File: src/rtl/ppg_pkg.sv
package ppg_pkg;

    typedef enum logic [1:0] {
        ST_HOLD = 2'd0,
        ST_LOW  = 2'd1,
        ST_HIGH = 2'd2
    } phase_t;

    typedef enum logic [1:0] {
        MODE_SPLIT     = 2'd0,
        MODE_WIDE      = 2'd1,
        MODE_PRESCALE  = 2'd2,
        MODE_SPLIT_ALT = 2'd3
    } mode_t;

    localparam int ADDR_IRQ_CLR = 4;

endpackage

File: src/rtl/ppg_tick_sel.sv
module ppg_tick_sel #(
    parameter int DIV_W = 4,
    parameter int SEL_W = 3
) (
    input  logic             clk,
    input  logic             rst_n,
    input  logic             run,
    input  logic [SEL_W-1:0] sel,
    input  logic             base_tick,
    output logic             tick
);
    localparam logic [SEL_W-1:0] SEL_MAX = SEL_W'(DIV_W);

    logic [DIV_W-1:0] div_q;
    logic [DIV_W:0]   mask_w;
    logic [DIV_W-1:0] mask;

    always_ff @(posedge clk or negedge rst_n) begin
        if (!rst_n)   div_q <= '0;
        else if (!run) div_q <= '0;
        else           div_q <= div_q + 1'b1;
    end

    always_comb begin
        mask_w = ((DIV_W+1)'(1) << sel) - (DIV_W+1)'(1);
        mask   = mask_w[DIV_W-1:0];
        if (!run)               tick = 1'b0;
        else if (sel > SEL_MAX) tick = base_tick;
        else                    tick = ((div_q & mask) == mask);
    end

    // divide-by-2 never ticks on two consecutive cycles
    p_div2_rate_r6: assert property (@(posedge clk) disable iff (!rst_n)
        (run && sel == SEL_W'(1) && tick) |=> !(run && sel == SEL_W'(1) && tick));

endmodule

File: src/rtl/ppg_gen.sv
module ppg_gen
    import ppg_pkg::*;
#(
    parameter int W = 8
) (
    input  logic         clk,
    input  logic         rst_n,
    input  logic         en,
    input  logic         tick,
    input  logic [W-1:0] lo_w,
    input  logic [W-1:0] hi_w,
    output logic         out,
    output logic         uf
);
    phase_t       state_q, state_d;
    logic [W-1:0] cnt_q, cnt_d;

    always_comb begin
        state_d = state_q;
        cnt_d   = cnt_q;
        uf      = 1'b0;
        if (!en) begin
            state_d = ST_HOLD;
            cnt_d   = lo_w;
        end else if (tick) begin
            if (cnt_q == '0) begin
                uf = 1'b1;
                unique case (state_q)
                    ST_HIGH: begin state_d = ST_LOW;  cnt_d = lo_w; end
                    ST_HOLD,
                    ST_LOW:  begin state_d = ST_HIGH; cnt_d = hi_w; end
                    default: begin state_d = ST_HOLD; cnt_d = lo_w; end
                endcase
            end else begin
                cnt_d = cnt_q - 1'b1;
                if (state_q == ST_HOLD) state_d = ST_LOW;
            end
        end else if (state_q == ST_HOLD) begin
            state_d = ST_LOW;
        end
    end

    always_ff @(posedge clk or negedge rst_n) begin
        if (!rst_n) begin
            state_q <= ST_HOLD;
            cnt_q   <= '0;
        end else begin
            state_q <= state_d;
            cnt_q   <= cnt_d;
        end
    end

    always_comb out = (state_q == ST_HIGH);

    // the output level moves only on an underflow tick
    p_quiet_no_tick_r3: assert property (@(posedge clk) disable iff (!rst_n)
        (en && !tick) |=> $stable(out));
    // every underflow flips the output
    p_uf_toggles_r3: assert property (@(posedge clk) disable iff (!rst_n)
        uf |=> (out != $past(out)));

endmodule

File: src/rtl/ppg_dual.sv
module ppg_dual
    import ppg_pkg::*;
#(
    parameter int DATA_W = 8,
    parameter int ADDR_W = 3,
    parameter int DIV_W  = 4,
    parameter int SEL_W  = 3
) (
    input  logic              clk,
    input  logic              rst_n,
    input  logic              wr_en,
    input  logic [ADDR_W-1:0] wr_addr,
    input  logic [DATA_W-1:0] wr_data,
    input  logic [1:0]        mode,
    input  logic [SEL_W-1:0]  clk_sel,
    input  logic              base_tick,
    input  logic              enable,
    output logic [1:0]        pulse_out,
    output logic              irq
);
    localparam int LANES  = 2;
    localparam int WIDE_W = LANES * DATA_W;

    logic [LANES-1:0][DATA_W-1:0] lo_q, hi_q, lane_hi;
    logic [LANES-1:0]             lane_tick, lane_out, lane_uf;
    logic                         cnt_tick, lanes_en, wide_en;
    logic                         wide_out, wide_uf;
    logic                         is_wide, is_pre, uf_event, irq_clr, irq_q;

    always_ff @(posedge clk or negedge rst_n) begin
        if (!rst_n) begin
            lo_q <= '0;
            hi_q <= '0;
        end else if (wr_en) begin
            for (int i = 0; i < LANES; i++) begin
                if (wr_addr == ADDR_W'(2*i))     lo_q[i] <= wr_data;
                if (wr_addr == ADDR_W'(2*i + 1)) hi_q[i] <= wr_data;
            end
        end
    end

    always_comb begin
        is_wide  = (mode == MODE_WIDE);
        is_pre   = (mode == MODE_PRESCALE);
        lanes_en = enable && !is_wide;
        wide_en  = enable && is_wide;
    end

    ppg_tick_sel #(.DIV_W(DIV_W), .SEL_W(SEL_W)) u_tick (
        .clk(clk), .rst_n(rst_n), .run(enable), .sel(clk_sel),
        .base_tick(base_tick), .tick(cnt_tick)
    );

    for (genvar g = 0; g < LANES; g++) begin : g_lane
        if (g == 0) begin : g_first
            assign lane_tick[g] = cnt_tick;
            assign lane_hi[g]   = is_pre ? lo_q[g] : hi_q[g];
        end else begin : g_next
            assign lane_tick[g] = is_pre ? lane_uf[g-1] : cnt_tick;
            assign lane_hi[g]   = hi_q[g];
        end
        ppg_gen #(.W(DATA_W)) u_gen (
            .clk(clk), .rst_n(rst_n), .en(lanes_en), .tick(lane_tick[g]),
            .lo_w(lo_q[g]), .hi_w(lane_hi[g]),
            .out(lane_out[g]), .uf(lane_uf[g])
        );
    end

    ppg_gen #(.W(WIDE_W)) u_wide (
        .clk(clk), .rst_n(rst_n), .en(wide_en), .tick(cnt_tick),
        .lo_w(lo_q), .hi_w(hi_q), .out(wide_out), .uf(wide_uf)
    );

    always_comb begin
        if (is_wide)     pulse_out = {wide_out, wide_out};
        else if (is_pre) pulse_out = {lane_out[1], lane_out[1]};
        else             pulse_out = lane_out;

        if (is_wide)     uf_event = wide_uf;
        else if (is_pre) uf_event = lane_uf[1];
        else             uf_event = |lane_uf;

        irq_clr = wr_en && (wr_addr == ADDR_W'(ADDR_IRQ_CLR));
    end

    always_ff @(posedge clk or negedge rst_n) begin
        if (!rst_n)        irq_q <= 1'b0;
        else if (uf_event) irq_q <= 1'b1;
        else if (irq_clr)  irq_q <= 1'b0;
    end

    assign irq = irq_q;

    // disabling drives both pins low on the next cycle
    p_hold_low_r2: assert property (@(posedge clk) disable iff (!rst_n)
        !enable |=> (pulse_out == 2'b00));
    // an underflow leaves the flag set
    p_irq_set_r7: assert property (@(posedge clk) disable iff (!rst_n)
        uf_event |=> irq);
    // the flag holds until a clearing write
    p_irq_sticky_r7: assert property (@(posedge clk) disable iff (!rst_n)
        (irq && !irq_clr) |=> irq);
    // a clearing write with no underflow drops the flag
    p_irq_clear_r8: assert property (@(posedge clk) disable iff (!rst_n)
        (irq_clr && !uf_event) |=> !irq);

endmodule

File: config.mk
export PLATFORM = sky130hd
export DESIGN_NAME = ppg_dual
export DESIGN_NICKNAME = d
export VERILOG_FILES = /design/src/rtl/ppg_pkg.sv /design/src/rtl/ppg_tick_sel.sv /design/src/rtl/ppg_gen.sv /design/src/rtl/ppg_dual.sv
export SDC_FILE = /design/constraint.sdc
export NUM_CORES = 1
export LEC_CHECK = 0
export BUFFER_PORTS_ARGS = -buffer_cell sky130_fd_sc_hd__buf_4
export CAP_MARGIN = 20
export CORE_MARGIN = 2
export CORE_UTILIZATION = 40
export DETAILED_ROUTE_END_ITERATION = 10
export PLACE_DENSITY = 0.53
export SLEW_MARGIN = 25
export SYNTH_ARGS = -nofsm -noshare
export SYNTH_HDL_FRONTEND = slang
export SYNTH_SLANG_ARGS = --single-unit
File: constraint.sdc
create_clock -name clk -period 3.3 [get_ports clk]
set_input_delay 0.495 -clock clk [delete_from_list [all_inputs] [get_ports clk]]
set_output_delay 0.495 -clock clk [all_outputs]
set_load 0.01 [all_outputs]
==> results by group <==
Synthesis
  • Synth Cell Area: 4644 um^2
  • Most common cell in the netlist: dfrtp_1
  • Adder-cell share of the synthesized area: 0.01616
  • Synth Area in XOR/XNOR: 0.01886
  • Synth top cells by count: dfrtp_1, nor2_1, nand2_1
  • Synthesized instance count: 488
  • Largest family of logic cells by synthesized area: simple AND/OR/NAND/NOR gates
  • Syn Nets: 515
  • Sequential area share after synthesis: 0.4041
  • Syn avg cell area: 9.517 um^2
  • Flops & latches, synth: 75
  • Async S/R FF share, synth: 1.000
  • Commonest register cell after synthesis: dfrtp_1
  • Synth top area cells: dfrtp_1, mux2_2, mux2i_1, nor2_1, nand2_1
  • Cell accounting for the most synthesized area: dfrtp_1
  • Simple-gate share of the synthesized area: 0.1988
  • Synth unique cells: 65
  • Share of the synthesized area in the top cell type: 0.4041
  • Yosys warns: 0
  • Compound-Gate Fraction of Synth Area: 0.1781
  • Number of synthesized flops with an enable pin: 0
  • Post-synthesis mux area share: 0.1484

Global route
  • Largest net degree at the start of global routing: 76
  • Vias in the first global route: 3917
  • First-pass GRT wire length: 20.49 mm
  • Total GRT Usage: 0.2087
  • Grt ovf: 0
  • Initial antenna violation count: 0

Timing
  • Post-route clock skew: 4.422 ps
  • Max-slew headroom: 0.5194
  • Slew @ Worst Pin: 720.9 ps
  • Tmin final: 2623 ps
  • Fmax: 381.3 MHz
  • Count of pins over their slew limit: 0
  • Setup violators final: 0
  • RSZ-0062 raised after global routing: no
  • Accumulated negative setup slack: 0 ps
  • Hold slack: 180.3 ps
  • Period utilisation layout: 0.7947
  • Hold Violations, Final: 0

Final layout
  • N_diodes: 0
  • Area Overhead vs Synth: 14.49%
  • Finished Cell Area: 5318 um^2
  • Share of cells above drive strength 1: 0.1969
  • Fillers: 1100
  • Layout net count: 535
  • Multi-input logic area: 2626 um^2
  • Sequential cell area: 1877 um^2

Route
  • Via/cell ratio: 5.936
  • Mean routed wirelength per cell: 19.04 um
  • DRT Pass-1 Iters: 5
  • Initial drt markers: 232
  • # DRC: 0
  • Antenna Nets Post-Route: 0
  • Total Wirelength: 12.49 mm
  • Vias: 3894

Clock tree
  • Worst skew pair latency: 340 ps
  • Post-cts hold buffer count: 0
  • CTS sink count: 75
  • Post-CTS Resized: 0
  • Clock Tree Buf Depth: 2
  • Clock tree from TritonCTS: built
  • CTS buffer count: 9
  • Clock root buffer: clkbuf_16
  • Clock transition at path regs: 60 ps
  • H-tree Lvls: 3
  • Setup Buffers After CTS: 0

Worst setup path
  • Setup crit start kind: input port
  • CP Max Fanout: 19
  • Crit path cell chain: buf_4 > or3_1 > ha_1 > nor2_1 > a221oi_1 > a21oi_4 > buf_4 > or4_1 > a21oi_1
  • Max stage delay on crit path: 510 ps
  • CP most frequent cell: buf_4
  • Kind of critical path: in -> reg
  • Slowest-stage cell, CP: or4_1
  • Worst Setup End Kind: flop
  • WP data required: 3550 ps
  • Critical path data arrival time: 2880 ps

Placed design
  • HPWL after detailed placement: 9.011 mm
  • # port buffers: 23
  • RePlAce Congestion: 0.8617
  • Cell Area, Placed: 5006 um^2

Floorplan
  • Die Wd: 111.8 um
  • Core area: 11370 um^2
  • # IOs: 24
  • Die height: 111.8 um
  • Initial core utilization: 0.4085
  • Row Count: 39
  • Die area: 12490 um^2

Power
  • Leak pwr: 2.072 nW
  • Total power: 3.012 mW
  • Max VDD drop: 0.0003017 V
  • Pwr dens: 566.3 nW/um^2

Run status
  • Run status: finished clean

Min path
  • Type of the tightest min-delay check: in -> async

Run
  • MaxCap Viol Count: 0
## kinds of logic after synthesis
group,Yosys count
AO/OA/AOI/OAI,124
XOR/XNOR,10
adder cells (fa/ha/maj),6
buffers and inverters,37
flip-flops,75
multiplexers,64
AND/OR/NAND/NOR,172
## worst max-delay path, delay by kind of cell
family	cells	cell delay [ps]
and+or+nand+nor	3	920
AOI/OAI and AO/OA	3	780
buffers and inverters	2	380
adders and majority gates	1	290
## sequential cells by signal (all words and copies together) (netlist names)
| name | flops |
|---|---|
| g_lane.u_gen.cnt_q | 16 |
| u_tick.div_q | 4 |
| irq | 1 |
| g_lane.u_gen.state_q | 4 |
| u_wide.cnt_q | 16 |
| u_wide.state_q | 2 |
| hi_q | 16 |
| lo_q | 16 |
## path summary, 6_finish.rpt
check	slack, ps	startpoint	to	cells past startpoint
min reg2reg	500	irq$_DFFE_PN0P_	irq$_DFFE_PN0P_	1
max in group asynchronous	2610	rst_n	g_lane[0].u_gen.cnt_q[4]$_DFFE_PN0P_	1
max reg2reg	770	g_lane[0].u_gen.cnt_q[0]$_DFFE_PN0P_	g_lane[1].u_gen.state_q[0]$_DFF_PN0_	7
min	180	rst_n	u_tick.div_q[2]$_DFF_PN0_	1
min in group clk	430	wr_data[0]	lo_q[8]$_DFFE_PN0P_	2
max	680	clk_sel[2]	g_lane[1].u_gen.state_q[1]$_DFF_PN0_	9
## layer usage
| metal | routed length, um | GRT usage | vias up |
|---|---|---|---|
| li1 | - | - | 1864 |
| met1 | 5881 | 0.2870 | 1931 |
| met2 | 5948 | 0.3341 | 91 |
| met3 | 526 | 0.04573 | 8 |
| met4 | 133 | 0.05679 | 0 |
| met5 | 0 | 0 | - |
## layout make-up
cell class / instances / share of cell area
Clock buffer: 15 / 0.05224
Clock inverter: 1 / 0.005647
Inverter: 9 / 0.006353
Multi-Input combinational cell: 376 / 0.4939
Sequential cell: 75 / 0.3529
Tap cell: 143 / 0.03365
Timing Repair Buffer: 37 / 0.05529
## cells in the final DEF, fill, tap and decap left out, types with 7 or more instances in the layout
cell        n
dfrtp_1    75
nor2_1     46
nand2_1    43
mux2_2     38
buf_4      35
mux2i_1    25
a21oi_1    20
o21ai_1    20
a31oi_1    19
o211ai_1   12
nor3_1     11
inv_1       9
clkbuf_16   9
nor3b_1     8
and2_1      7
xnor2_1     7
o21ai_0     7
## power breakdown
| group | switching, mW | internal [mW] | total, mW |
|---|---|---|---|
| logic | 0.326 | 0.318 | 0.644 |
| registers | 0.242 | 1.10 | 1.34 |
| clock network | 0.376 | 0.649 | 1.03 |
## stage by stage
step	worst slack (ps)	std cells	util
global placement	382.0	640	0.4403
detailed placement	343.0	640	0.4403
floorplan	999.1	488	-
finish	677.5	656	0.4677
CTS	684.1	656	0.4674
global route	558.2	656	0.4677
Note: power is estimated with default switching activity, not from simulation.
